--- src/rtl/frac_tick_pkg.sv ---
package frac_tick_pkg;

  // Byte offsets of the three register views
  localparam int unsigned OFS_LOAD = 0;
  localparam int unsigned OFS_SET  = 4;
  localparam int unsigned OFS_CLR  = 8;

  typedef enum logic [1:0] {
    OP_NONE = 2'd0,
    OP_LOAD = 2'd1,
    OP_SET  = 2'd2,
    OP_CLR  = 2'd3
  } wr_op_e;

endpackage

--- src/rtl/frac_tick_regs.sv ---
module frac_tick_regs
  import frac_tick_pkg::*;
#(
  parameter int unsigned NUM_CH   = 4,
  parameter int unsigned LANE_W   = 8,
  parameter int unsigned ADDR_W   = 4,
  parameter int unsigned RST_FRAC = 18
) (
  input  logic                       clk,
  input  logic                       rst,
  input  logic [ADDR_W-1:0]          addr,
  input  logic [NUM_CH*LANE_W-1:0]   wdata,
  input  logic                       we,
  output logic [NUM_CH*LANE_W-1:0]   rdata,
  output logic [NUM_CH*LANE_W-1:0]   ctrl
);
  localparam int unsigned REG_W = NUM_CH * LANE_W;
  // stop flag set, divisor at its reset value
  localparam logic [LANE_W-1:0] RST_LANE =
    LANE_W'((1 << (LANE_W - 1)) | RST_FRAC);
  localparam logic [REG_W-1:0] RST_WORD = {NUM_CH{RST_LANE}};

  logic [REG_W-1:0] ctrl_q;
  logic             mapped;
  wr_op_e           op;

  always_comb begin
    mapped = (addr == ADDR_W'(OFS_LOAD)) || (addr == ADDR_W'(OFS_SET)) ||
             (addr == ADDR_W'(OFS_CLR));
    op = OP_NONE;
    if (we) begin
      if (addr == ADDR_W'(OFS_LOAD))     op = OP_LOAD;
      else if (addr == ADDR_W'(OFS_SET)) op = OP_SET;
      else if (addr == ADDR_W'(OFS_CLR)) op = OP_CLR;
    end
  end

  always_ff @(posedge clk) begin
    if (rst) begin
      ctrl_q <= RST_WORD;
      rdata  <= '0;
    end else begin
      unique case (op)
        OP_LOAD: ctrl_q <= wdata;
        OP_SET:  ctrl_q <= ctrl_q | wdata;
        OP_CLR:  ctrl_q <= ctrl_q & ~wdata;
        default: ctrl_q <= ctrl_q;
      endcase
      rdata <= mapped ? ctrl_q : '0;
    end
  end

  assign ctrl = ctrl_q;

endmodule

--- src/rtl/frac_tick_chan.sv ---
module frac_tick_chan #(
  parameter int unsigned LANE_W  = 8,
  parameter int unsigned FRAC_W  = 6,
  parameter int unsigned NUMER   = 18,
  parameter int unsigned FRAC_LO = 18,
  parameter int unsigned FRAC_HI = 35
) (
  input  logic              clk,
  input  logic              rst,
  input  logic [LANE_W-1:0] lane,
  output logic              tick
);
  localparam int unsigned SUM_W    = FRAC_W + 1;
  localparam int unsigned STOP_BIT = LANE_W - 1;

  logic [SUM_W-1:0] field, eff, sum, acc_q;
  logic             stopped;

  always_comb begin
    stopped = lane[STOP_BIT];
    field   = {1'b0, lane[FRAC_W-1:0]};
    if (field < SUM_W'(FRAC_LO))      eff = SUM_W'(FRAC_LO);
    else if (field > SUM_W'(FRAC_HI)) eff = SUM_W'(FRAC_HI);
    else                              eff = field;
    sum = acc_q + SUM_W'(NUMER);
  end

  always_ff @(posedge clk) begin
    if (rst || stopped) begin
      acc_q <= '0;
      tick  <= 1'b0;
    end else if (sum >= eff) begin
      acc_q <= sum - eff;
      tick  <= 1'b1;
    end else begin
      acc_q <= sum;
      tick  <= 1'b0;
    end
  end

endmodule

--- src/rtl/frac_tick_bank.sv ---
module frac_tick_bank #(
  parameter int unsigned NUM_CH   = 4,
  parameter int unsigned LANE_W   = 8,
  parameter int unsigned FRAC_W   = 6,
  parameter int unsigned ADDR_W   = 4,
  parameter int unsigned NUMER    = 18,
  parameter int unsigned FRAC_LO  = 18,
  parameter int unsigned FRAC_HI  = 35
) (
  input  logic                     clk,
  input  logic                     rst,
  input  logic [ADDR_W-1:0]        bus_addr,
  input  logic [NUM_CH*LANE_W-1:0] bus_wdata,
  input  logic                     bus_we,
  output logic [NUM_CH*LANE_W-1:0] bus_rdata,
  output logic [NUM_CH-1:0]        tick_en
);
  localparam int unsigned REG_W = NUM_CH * LANE_W;

  logic [REG_W-1:0] ctrl_q;

  frac_tick_regs #(
    .NUM_CH(NUM_CH), .LANE_W(LANE_W), .ADDR_W(ADDR_W), .RST_FRAC(FRAC_LO)
  ) u_regs (
    .clk(clk), .rst(rst), .addr(bus_addr), .wdata(bus_wdata),
    .we(bus_we), .rdata(bus_rdata), .ctrl(ctrl_q)
  );

  for (genvar c = 0; c < NUM_CH; c++) begin : g_chan
    frac_tick_chan #(
      .LANE_W(LANE_W), .FRAC_W(FRAC_W), .NUMER(NUMER),
      .FRAC_LO(FRAC_LO), .FRAC_HI(FRAC_HI)
    ) u_chan (
      .clk(clk), .rst(rst),
      .lane(ctrl_q[c*LANE_W +: LANE_W]),
      .tick(tick_en[c])
    );
  end

endmodule

--- config.mk ---
export PLATFORM = sky130hd
export DESIGN_NAME = frac_tick_bank
export DESIGN_NICKNAME = d
export VERILOG_FILES = /design/src/rtl/frac_tick_pkg.sv /design/src/rtl/frac_tick_regs.sv /design/src/rtl/frac_tick_chan.sv /design/src/rtl/frac_tick_bank.sv
export SDC_FILE = /design/constraint.sdc
export NUM_CORES = 1
export LEC_CHECK = 0
export ABC_CLOCK_PERIOD_IN_PS = 5900
export CORE_MARGIN = 10
export CORE_UTILIZATION = 45
export DETAILED_ROUTE_END_ITERATION = 7
export DONT_BUFFER_PORTS = 1
export GPL_ROUTABILITY_DRIVEN = 0
export SETUP_SLACK_MARGIN = 0.3
export SLEW_MARGIN = 20
export SYNTH_ARGS = -nofsm -noshare
export SYNTH_HDL_FRONTEND = slang
export SYNTH_SLANG_ARGS = --single-unit
--- constraint.sdc ---
create_clock -name clk -period 5.9 [get_ports clk]
set_clock_uncertainty 0.05 [all_clocks]
set_input_delay 1.18 -clock clk [delete_from_list [all_inputs] [get_ports clk]]
set_output_delay 1.18 -clock clk [all_outputs]
set_load 0.1 [all_outputs]
==> results by group, run 1 <==
Status
  – Outcome: finished clean

Logic synthesis
  – Warnings, synthesis: 0
  – Sequential element share of the synthesized area: 37.83%
  – Top cells by area, synth: dfxtp_1 (38%), ha_1 (8.9%), o21ai_0 (5.8%)
  – Async S/R FF share, synth: 0%
  – Top FF cell, synth: dfxtp_1
  – Avg Cell Area, Syn: 9.136 um2
  – Synth top cells by count: dfxtp_1 (96), o21ai_0 (59), nor2_1 (40)
  – Most frequent cell after synthesis: dfxtp_1
  – Syn nets: 635
  – Number of synthesized flops with an enable pin: 0
  – Gate count of the mapped netlist: 556
  – #FFs+latches synth: 96
  – Cell variety after synth: 55
  – Cell taking the most area after synthesis: dfxtp_1
  – Share of the synthesized area in the top cell type: 37.83%
  – Synth Cell Area: 5080 um2

Global routing
  – Largest net degree at the start of global routing: 42
  – Vias in the first global route: 4055
  – First-pass GRT wire length: 20730 um
  – Tot GR Track Use: 15.81%
  – Initial antenna violation count: 0
  – Total gr overflow: 0

Drt
  – Routed Wire Length: 12390 um
  – Vias per Instance: 5.787
  – WL per Instance: 18.04 um
  – Final antenna-violating net count: 0
  – First-pass DRT Iterations: 4
  – Via count: 3976
  – DRT iter0 DRCs: 312
  – Post-route DRC: 0

Die
  – Die area: 15940 um2
  – Core region area: 10940 um2
  – Starting Density: 46.45%
  – Die height: 126.2 um
  – Die Wd: 126.2 um
  – Top Ports: 75
  – Rows: 38

Clocking
  – Clock latency on the worst-skew pair: 0.35 ns
  – CTS buffer count: 9
  – Post-CTS setup buffers: 0
  – Clock Path Buffers: 2
  – Clock root cell: clkbuf_16
  – Clk pin slew, worst setup/hold paths: 0.06 ns
  – H-tree Lvls: 3
  – Post-CTS sizing: 0
  – Cts hold-fix bufs: 0
  – CTS tree: built
  – CTS sink cnt: 96

STA
  – Final setup fails: 0
  – Final hold violations: 0
  – Tmin final: 2.847 ns
  – Fin worst setup slack: 3.053 ns
  – Relative slew slack: 35.05%
  – Max Fclk: 351.3 MHz
  – Total Negative Setup Slacks: 0 ns
  – Final period utilization: 48.25%
  – Slew Viols, Final: 0
  – RSZ-0062 raised after global routing: no
  – Worst-Margin Slew: 0.9729 ns

Placement
  – Port Buffers: 0
  – HPWL after DPL: 8938 um
  – Setup Slack @ Placement: 3.067 ns

Worst setup path
  – Crit end category: register
  – Crit Path Class: register to register
  – Worst Setup EP: g_chan[1].u_chan.acc_q[4]
  – Reg2reg start: u_regs.ctrl[10]
  – Worst setup SP type: register
  – CP startpoint: u_regs.ctrl[10]
  – Cells on worst reg2reg path: 9
  – Reg2reg setup slack: 3.05 ns
  – Required time of the critical path: 6.13 ns
  – Worst reg2reg endpoint: g_chan[1].u_chan.acc_q[4]
  – CP max FO: 6
  – Crit path DAT: 3.07 ns

Power and ir drop
  – IR drop worst, VDD: 170.9 uV
  – Power Density: 254.3 nW/um2
  – Leak: 1.922 nW

Final layout
  – # diodes: 0
  – Fillers: 1057
  – Area of the multi-input gates: 2980 um2
  – Share of cells above drive strength 1: 7.495%
  – Synth-to-layout area growth: 7.759%
  – Post-layout nets: 622
  – FF/Latch Area: 1922 um2

Worst hold path
  – Type of the tightest min-delay check: register to register
  – Hold path start: u_regs.ctrl[22]

Job
  – Maxcap violations: 0
[power breakdown]
part	switching [mW]	total, mW	internal, mW
sequential	0.0386	0.697	0.659
combinational	0.0672	0.118	0.0508
clock	0.241	0.577	0.336
total	0.347	1.39	1.04
[layer usage]
layer  GRT usage [%]  part of all wire (%)  routed length (um)  up-vias
li1                -                     -                   -     2004
met1           19.11                    46                5680     1882
met2           25.01                    45                5584       82
met3           5.663                   7.8                 972        8
met4           6.363                   1.2                 154        0
met5               0                     0                   0        -
[cell usage in the layout (no fill, tap or decap), types with 4 or more instances in the layout]
cell and n:
dfxtp_1 96, o21ai_0 59, nor2_1 40, and2_1 38, ha_1 36, nand2_1 22, a21oi_1 22, inv_1 21
a22oi_1 20, or3_1 13, xor2_1 12, a221o_1 12, mux2i_1 11, nor2b_1 9, clkbuf_16 9, nand3_1 8
nor3_1 8, a31oi_1 8, o31ai_1 6, o21a_1 6, a211oi_1 6, xnor2_1 4, or2_2 4, and4_1 4
o41a_1 4, nor3b_1 4, o41ai_1 4, o211ai_1 4, nand4_1 4, fa_1 4, buf_4 4
[worst max-delay path: stages, from the launching register on]
cell and delay, ns:
dfxtp_1 0.35, or3_1 0.39, mux2i_1 0.12, nor2b_1 0.29
ha_1 0.29, nor2b_1 0.15, o211a_1 0.24, o41a_1 0.50
nor2_4 0.21, mux2i_1 0.20
[worst min path at each step]
| stage | to | slack, ns | cells after the start |
|---|---|---|---|
| after floorplan | u_regs.rdata[14] | 0.38 | 1 |
| after global placement | u_regs.rdata[30] | 0.39 | 1 |
| after detailed placement | u_regs.rdata[22] | 0.39 | 1 |
| after CTS | u_regs.rdata[22] | 0.41 | 1 |
| after global routing | u_regs.rdata[6] | 0.43 | 1 |
| final | u_regs.rdata[22] | 0.41 | 1 |
[kinds of logic after synthesis]
logic type      Yosys count  synth area share, %
compound gates          179                24.70
simple gates            165                18.05
flops                    96                37.83
buf+inv                  49                4.039
fa+ha+maj                40                10.44
xor+xnor                 16                2.759
mux                      11                2.168
[sequential cells by signal, indices dropped and copies added (netlist names)]
signal	flops
u_regs.ctrl	32
u_regs.rdata	32
g_chan.u_chan.acc_q	28
g_chan.u_chan.tick	4
[area by class of cell]
cell class,instances,area share [%]
multi-input combinational,411,54.45
inverter,21,1.440
sequential,96,35.11
clock buffer,11,4.434
clock inverter,4,0.8229
tap,140,3.200
timing repair buffer,4,0.5486
[through the flow]
| stage | power [mW] | instances | util, % | area [um2] | hold WS (ns) |
|---|---|---|---|---|---|
| final | 1.392 | 687 | 50.06 | 5474 | 0.4069 |
| after global routing | 1.453 | 687 | 50.06 | 5474 | 0.4284 |
| after CTS | 1.409 | 687 | 50.06 | 5474 | 0.4065 |
| after detailed placement | 0.8287 | 672 | 47.43 | 5186 | 0.3913 |
| after global placement | 0.8272 | 672 | 47.43 | 5186 | 0.3855 |
| after floorplan | 0.8077 | 556 | - | 5080 | 0.3807 |
Power figures use the tool's default switching activity.
==> inputs of run 2 (changes only) <==
ABC_CLOCK_PERIOD_IN_PS = 2400   (was 5900)
clock period = 2.4 ns   (was 5.9 ns; I/O delays follow)
==> run 2 against run 1 <==
Compared with the run above: the run now ends with negative setup slack left; sequential cell count stayed put; cell area grew 25%; sequential power is 130% higher; non-clock buffer count up 120; maximum frequency grew 5.8%; largest power group unchanged; highest routed layer unchanged.
==> results by group, run 2 (same netlist as run 1, synthesis figures left out) <==
Job
  – Maxcap violations: 0 (unchanged)

Die
  – Die Wd: 126.2 um (unchanged)
  – Core region area: 10940 um2 (unchanged)
  – Rows: 38 (unchanged)
  – Starting Density: 46.45% (unchanged)
  – Top Ports: 75 (unchanged)
  – Die height: 126.2 um (unchanged)
  – Die area: 15940 um2 (unchanged)

Drt
  – Final antenna-violating net count: 0 (unchanged)
  – Routed Wire Length: 14440 um (was 12390 um)
  – Post-route DRC: 0 (unchanged)
  – Vias per Instance: 5.678 (was 5.787)
  – First-pass DRT Iterations: 5 (was 4)
  – WL per Instance: 17.94 um (was 18.04 um)
  – Via count: 4571 (was 3976)
  – DRT iter0 DRCs: 220 (was 312)

Final layout
  – Share of cells above drive strength 1: 35.64% (was 7.495%)
  – Post-layout nets: 742 (was 622)
  – # diodes: 0 (unchanged)
  – Synth-to-layout area growth: 34.48% (was 7.759%)
  – Commonest non-fill, non-tap cell in the layout: buf_4 (was dfxtp_1)
  – Most frequent cells in the layout: buf_4 (119), dfxtp_1 (82), o21ai_0 (50) (was dfxtp_1 (96), o21ai_0 (59), nor2_1 (40))
  – Fin area: 6832 um2 (was 5474 um2)
  – Finished Layout Cells: 805 (was 687)

Worst hold path
  – Hold-critical path depth: 1 (unchanged)
  – Type of the tightest min-delay check: primary input to register (was register to register)

STA
  – Slew Viols, Final: 0 (unchanged)
  – Final setup fails: 25 (was 0)
  – Tmin final: 2.689 ns (was 2.847 ns)
  – RSZ-0062 raised after global routing: yes (was no)
  – Fin worst setup slack: -0.2893 ns (was 3.053 ns)
  – Final hold violations: 0 (unchanged)
  – Relative slew slack: 73.06% (was 35.05%)
  – Max Fclk: 371.9 MHz (was 351.3 MHz)
  – Worst-Margin Slew: 0.4042 ns (was 0.9729 ns)
  – Final period utilization: 112.1% (was 48.25%)

Clocking
  – CTS buffer count: 9 (unchanged)
  – CTS sink cnt: 96 (unchanged)
  – CTS tree: built (unchanged)
  – Clk pin slew, worst setup/hold paths: 0.06 ns (about the same)
  – H-tree Lvls: 3 (unchanged)
  – Clock root cell: clkbuf_16 (unchanged)
  – Clock Path Buffers: 2 (unchanged)
  – Clock latency on the worst-skew pair: 0.34 ns (was 0.35 ns)
  – Cts hold-fix bufs: 0 (unchanged)

Power and ir drop
  – Leak: 2.591 nW (was 1.922 nW)
  – Power, Total: 3.608 mW (was 1.392 mW)
  – Power Density: 528.1 nW/um2 (was 254.3 nW/um2)
  – IR drop worst, VDD: 264.6 uV (was 170.9 uV)

Worst setup path
  – Crit Path Class: register to register (unchanged)
  – Crit end category: register (unchanged)
  – Cells on worst reg2reg path: 10 (was 9)
  – Required time of the critical path: 2.57 ns (was 6.13 ns)
  – CP max FO: 4 (was 6)
  – Worst setup SP type: register (unchanged)
  – Crit path DAT: 2.86 ns (was 3.07 ns)

Global routing
  – Vias in the first global route: 4650 (was 4055)
  – First-pass GRT wire length: 23000 um (was 20730 um)
  – Tot GR Track Use: 17.19% (was 15.81%)
  – Largest net degree at the start of global routing: 42 (unchanged)
  – Initial antenna violation count: 0 (unchanged)
  – Total gr overflow: 0 (unchanged)

Placement
  – Placed insts: 767 (was 672)
  – Placed Area: 5997 um2 (was 5186 um2)
  – HPWL after DPL: 9869 um (was 8938 um)
  – Port Buffers: 0 (unchanged)

Status
  – Outcome: finished, violations left (was finished clean)
  – Failing checks: negative setup slack
run 2: cell count changes in the layout (fill, tap and decap cells not counted), sizes merged:
| cell | delta |
|---|---|
| clkinv | -3 |
| clkbuf | +1 |
| buf | +120 |
run 2: path summary, 6_finish.rpt:
path / start / endpoint / slack (ns)
worst max-delay path: u_regs.ctrl[28] / g_chan[3].u_chan.acc_q[1] / -0.29
worst min-delay path: rst / u_regs.ctrl[5] / 0.16
worst max register to register: u_regs.ctrl[28] / g_chan[3].u_chan.acc_q[1] / -0.29
worst min register to register: u_regs.ctrl[6] / u_regs.rdata[6] / 0.41
run 2: routing by layer:
layer	GRT usage (%)	wire [um]	vias to the layer above
met4	5.224	155	0
met1	20.66	6102	2217
met2	29.62	7523	93
li1	-	-	2247
met3	4.111	660	14
met5	0	0	-
run 2: repair_timing:
action,CTS,global route
pin swaps,19,26
resized for setup,40,40
buffers inserted,16,9
endpoints found under the setup margin,32,32
run 2: critical path, cell delays in order (launching register included):
cell,delay (ns)
dfxtp_2,0.32
or3_4,0.39
mux2i_2,0.19
nor2b_4,0.22
ha_4,0.21
nor2b_4,0.12
o211a_1,0.22
o41a_1,0.44
buf_4,0.18
o211ai_1,0.15
o41ai_1,0.09
run 2: power breakdown:
group	internal, mW	switching, mW	total, mW
logic	0.259	0.325	0.584
registers	1.62	0.0174	1.63
clock network	0.820	0.571	1.39
total	2.69	0.913	3.61
run 2: final cells by class:
type / instances / area [um2]
Tap cell: 140 / 175.2
Inverter: 21 / 78.83
Timing Repair Buffer: 124 / 949.7
Clock buffer: 12 / 246.5
Sequential cell: 96 / 1952
Fill cell: 937 / 4104
Multi-Input combinational cell: 411 / 3400
Clock inverter: 1 / 30.03
run 2: per-stage QoR:
step / worst slack (ns) / TNS [ns] / hold slack, ns / utilization (%)
after detailed placement: -0.1763 / -2.093 / 0.3912 / 54.84
after floorplan: -0.08314 / -0.5075 / 0.3807 / -
after global routing: -0.3436 / -6.348 / 0.1430 / 62.47
after global placement: -0.09286 / -1.145 / 0.3877 / 54.84
after CTS: -0.1567 / -2.099 / 0.1418 / 60.32
final: -0.2893 / -3.695 / 0.1638 / 62.47
==> inputs of run 3 (changes only) <==
CELL_PAD_IN_SITES_DETAIL_PLACEMENT = 0   (was default)
CELL_PAD_IN_SITES_GLOBAL_PLACEMENT = 1   (was default)
CORE_UTILIZATION = 44   (was 45)
PLACE_DENSITY_LB_ADDON = 0.1   (was default)
==> run 3 against run 2 <==
Compared with the run above: largest cell class unchanged; critical endpoint is now g_chan[0].u_chan.acc_q[2]; worst setup slack improved by 0.070 ns; power grew 4.5%; via count shrank 0.39%; clock power grew 12%; sequential cell count did not move; final cell count rose by 1.5%; wire length shrank 0.11%; combinational power down 1%; the run still ends with negative setup slack left.
==> results by group, run 3 (same netlist as run 1, synthesis figures left out) <==
Status
  – Outcome: finished, violations left (unchanged)
  – Failing checks: negative setup slack (unchanged)

Final layout
  – Share of cells above drive strength 1: 36.80% (was 35.64%)
  – Most frequent cells in the layout: buf_4 (124), dfxtp_1 (80), o21ai_0 (52) (was buf_4 (119), dfxtp_1 (82), o21ai_0 (50))
  – # diodes: 0 (unchanged)
  – Finished Layout Cells: 817 (was 805)
  – Fillers: 954 (was 937)
  – Post-layout nets: 748 (was 742)
  – Commonest non-fill, non-tap cell in the layout: buf_4 (unchanged)
  – Synth-to-layout area growth: 36.87% (was 34.48%)

Clocking
  – Cts hold-fix bufs: 0 (unchanged)
  – Clock Path Buffers: 2 (unchanged)
  – H-tree Lvls: 3 (unchanged)
  – Clock root cell: clkbuf_16 (unchanged)
  – Clock latency on the worst-skew pair: 0.35 ns (was 0.34 ns)
  – CTS buffer count: 9 (unchanged)
  – CTS tree: built (unchanged)
  – Clk pin slew, worst setup/hold paths: 0.07 ns (was 0.06 ns)
  – CTS sink cnt: 96 (unchanged)

Die
  – Starting Density: 44.68% (was 46.45%)
  – Core region area: 11370 um2 (was 10940 um2)
  – Die Wd: 127.5 um (was 126.2 um)
  – Top Ports: 75 (unchanged)
  – Die area: 16240 um2 (was 15940 um2)
  – Rows: 39 (was 38)
  – Die height: 127.5 um (was 126.2 um)

STA
  – Relative slew slack: 71.95% (was 73.06%)
  – Max Fclk: 381.8 MHz (was 371.9 MHz)
  – Final setup fails: 24 (was 25)
  – Slew Viols, Final: 0 (unchanged)
  – Fin worst setup slack: -0.2195 ns (was -0.2893 ns)
  – RSZ-0062 raised after global routing: yes (unchanged)
  – Final hold violations: 0 (unchanged)
  – Worst hold margin: 0.1473 ns (was 0.1638 ns)
  – Final period utilization: 109.1% (was 112.1%)
  – Worst-Margin Slew: 0.4208 ns (was 0.4042 ns)
  – Tmin final: 2.619 ns (was 2.689 ns)

Worst setup path
  – Worst setup SP type: register (unchanged)
  – Crit end category: register (unchanged)
  – CP max FO: 6 (was 4)
  – Crit path DAT: 2.85 ns (was 2.86 ns)
  – Required time of the critical path: 2.63 ns (was 2.57 ns)
  – Crit Path Class: register to register (unchanged)

Global routing
  – Total gr overflow: 0 (unchanged)
  – Tot GR Track Use: 17.41% (was 17.19%)
  – Vias in the first global route: 4601 (was 4650)
  – First-pass GRT wire length: 23150 um (was 23000 um)
  – Initial antenna violation count: 0 (unchanged)
  – Largest net degree at the start of global routing: 42 (unchanged)

Drt
  – Vias per Instance: 5.573 (was 5.678)
  – DRT iter0 DRCs: 275 (was 220)
  – WL per Instance: 17.66 um (was 17.94 um)
  – Post-route DRC: 0 (unchanged)
  – Via count: 4553 (was 4571)
  – Routed Wire Length: 14430 um (was 14440 um)
  – First-pass DRT Iterations: 4 (was 5)
  – Final antenna-violating net count: 0 (unchanged)

Placement
  – Placed insts: 774 (was 767)
  – HPWL after DPL: 9996 um (was 9869 um)
  – Port Buffers: 0 (unchanged)
  – Setup Slack @ Placement: -0.2058 ns (was -0.1763 ns)

Job
  – Maxcap violations: 0 (unchanged)

Power and ir drop
  – Leak: 2.649 nW (was 2.591 nW)
  – Power Density: 542.3 nW/um2 (was 528.1 nW/um2)
  – IR drop worst, VDD: 364.5 uV (was 264.6 uV)

Worst hold path
  – Type of the tightest min-delay check: primary input to register (unchanged)
run 3: cell count changes in the layout (fill, tap and decap cells not counted), sizes merged:
cell | before | now
inv | 21 | 22
clkinvlp | 0 | 2
clkbuf | 12 | 10
buf | 124 | 130
bufinv | 1 | 2
clkinv | 0 | 1
run 3: final timing paths:
kind              slack [ns]  cells past startpoint                         to            start
setup / recovery       -0.22                     10  g_chan[0].u_chan.acc_q[2]   u_regs.ctrl[4]
hold / removal          0.15                      1            u_regs.ctrl[13]              rst
setup reg to reg       -0.22                     10  g_chan[0].u_chan.acc_q[2]   u_regs.ctrl[4]
hold reg to reg         0.41                      1           u_regs.rdata[14]  u_regs.ctrl[14]
run 3: through the flow:
stage	area (um2)	power, mW	TNS, ns	util [%]
after floorplan	5177	1.999	-0.5075	-
after global placement	6031	2.122	-1.688	53.04
after detailed placement	6031	2.126	-2.460	53.04
after CTS	6683	3.734	-2.444	58.78
after global routing	6953	3.912	-6.487	61.15
final	6953	3.771	-3.167	61.15
run 3: routing by layer:
metal / GRT usage (%) / vias to the layer above / wire, um / part of all wire (%)
li1: - / 2256 / - / -
met1: 21.36 / 2206 / 6439 / 45
met2: 29.50 / 76 / 7215 / 50
met3: 3.350 / 15 / 564 / 3.9
met4: 6.497 / 0 / 207 / 1.4
met5: 0 / - / 0 / 0
run 3: layout make-up:
cell class / count / area [um2] / area share [%]
Clock buffer: 10 / 229.0 / 3.293
Tap cell: 143 / 178.9 / 2.573
Multi-Input combinational cell: 411 / 3423 / 49.24
Clock inverter: 6 / 92.59 / 1.332
Timing Repair Buffer: 130 / 998.5 / 14.36
Inverter: 21 / 78.83 / 1.134
Sequential cell: 96 / 1952 / 28.07
run 3: worst max-delay path, cell delays in order, from the launching register on:
cell and delay (ns):
dfxtp_2 0.32, or3_4 0.37, mux2i_1 0.13, nor2b_4 0.18, ha_4 0.20, nor2b_4 0.12
o211a_4 0.23, o41a_1 0.45, buf_4 0.18, nor2_4 0.12, mux2i_1 0.18
run 3: where the power goes:
group | internal, mW | switching (mW)
clock network | 0.919 | 0.643
logic | 0.260 | 0.315
registers | 1.62 | 0.0169
total | 2.79 | 0.976
run 3: timing repair:
action	in CTS	in global routing
endpoints found under the setup margin	32	32
cloned	0	0
hold endpoints to repair	0	0
gates resized for setup	46	34
setup buffers	13	14
pin swaps	28	20
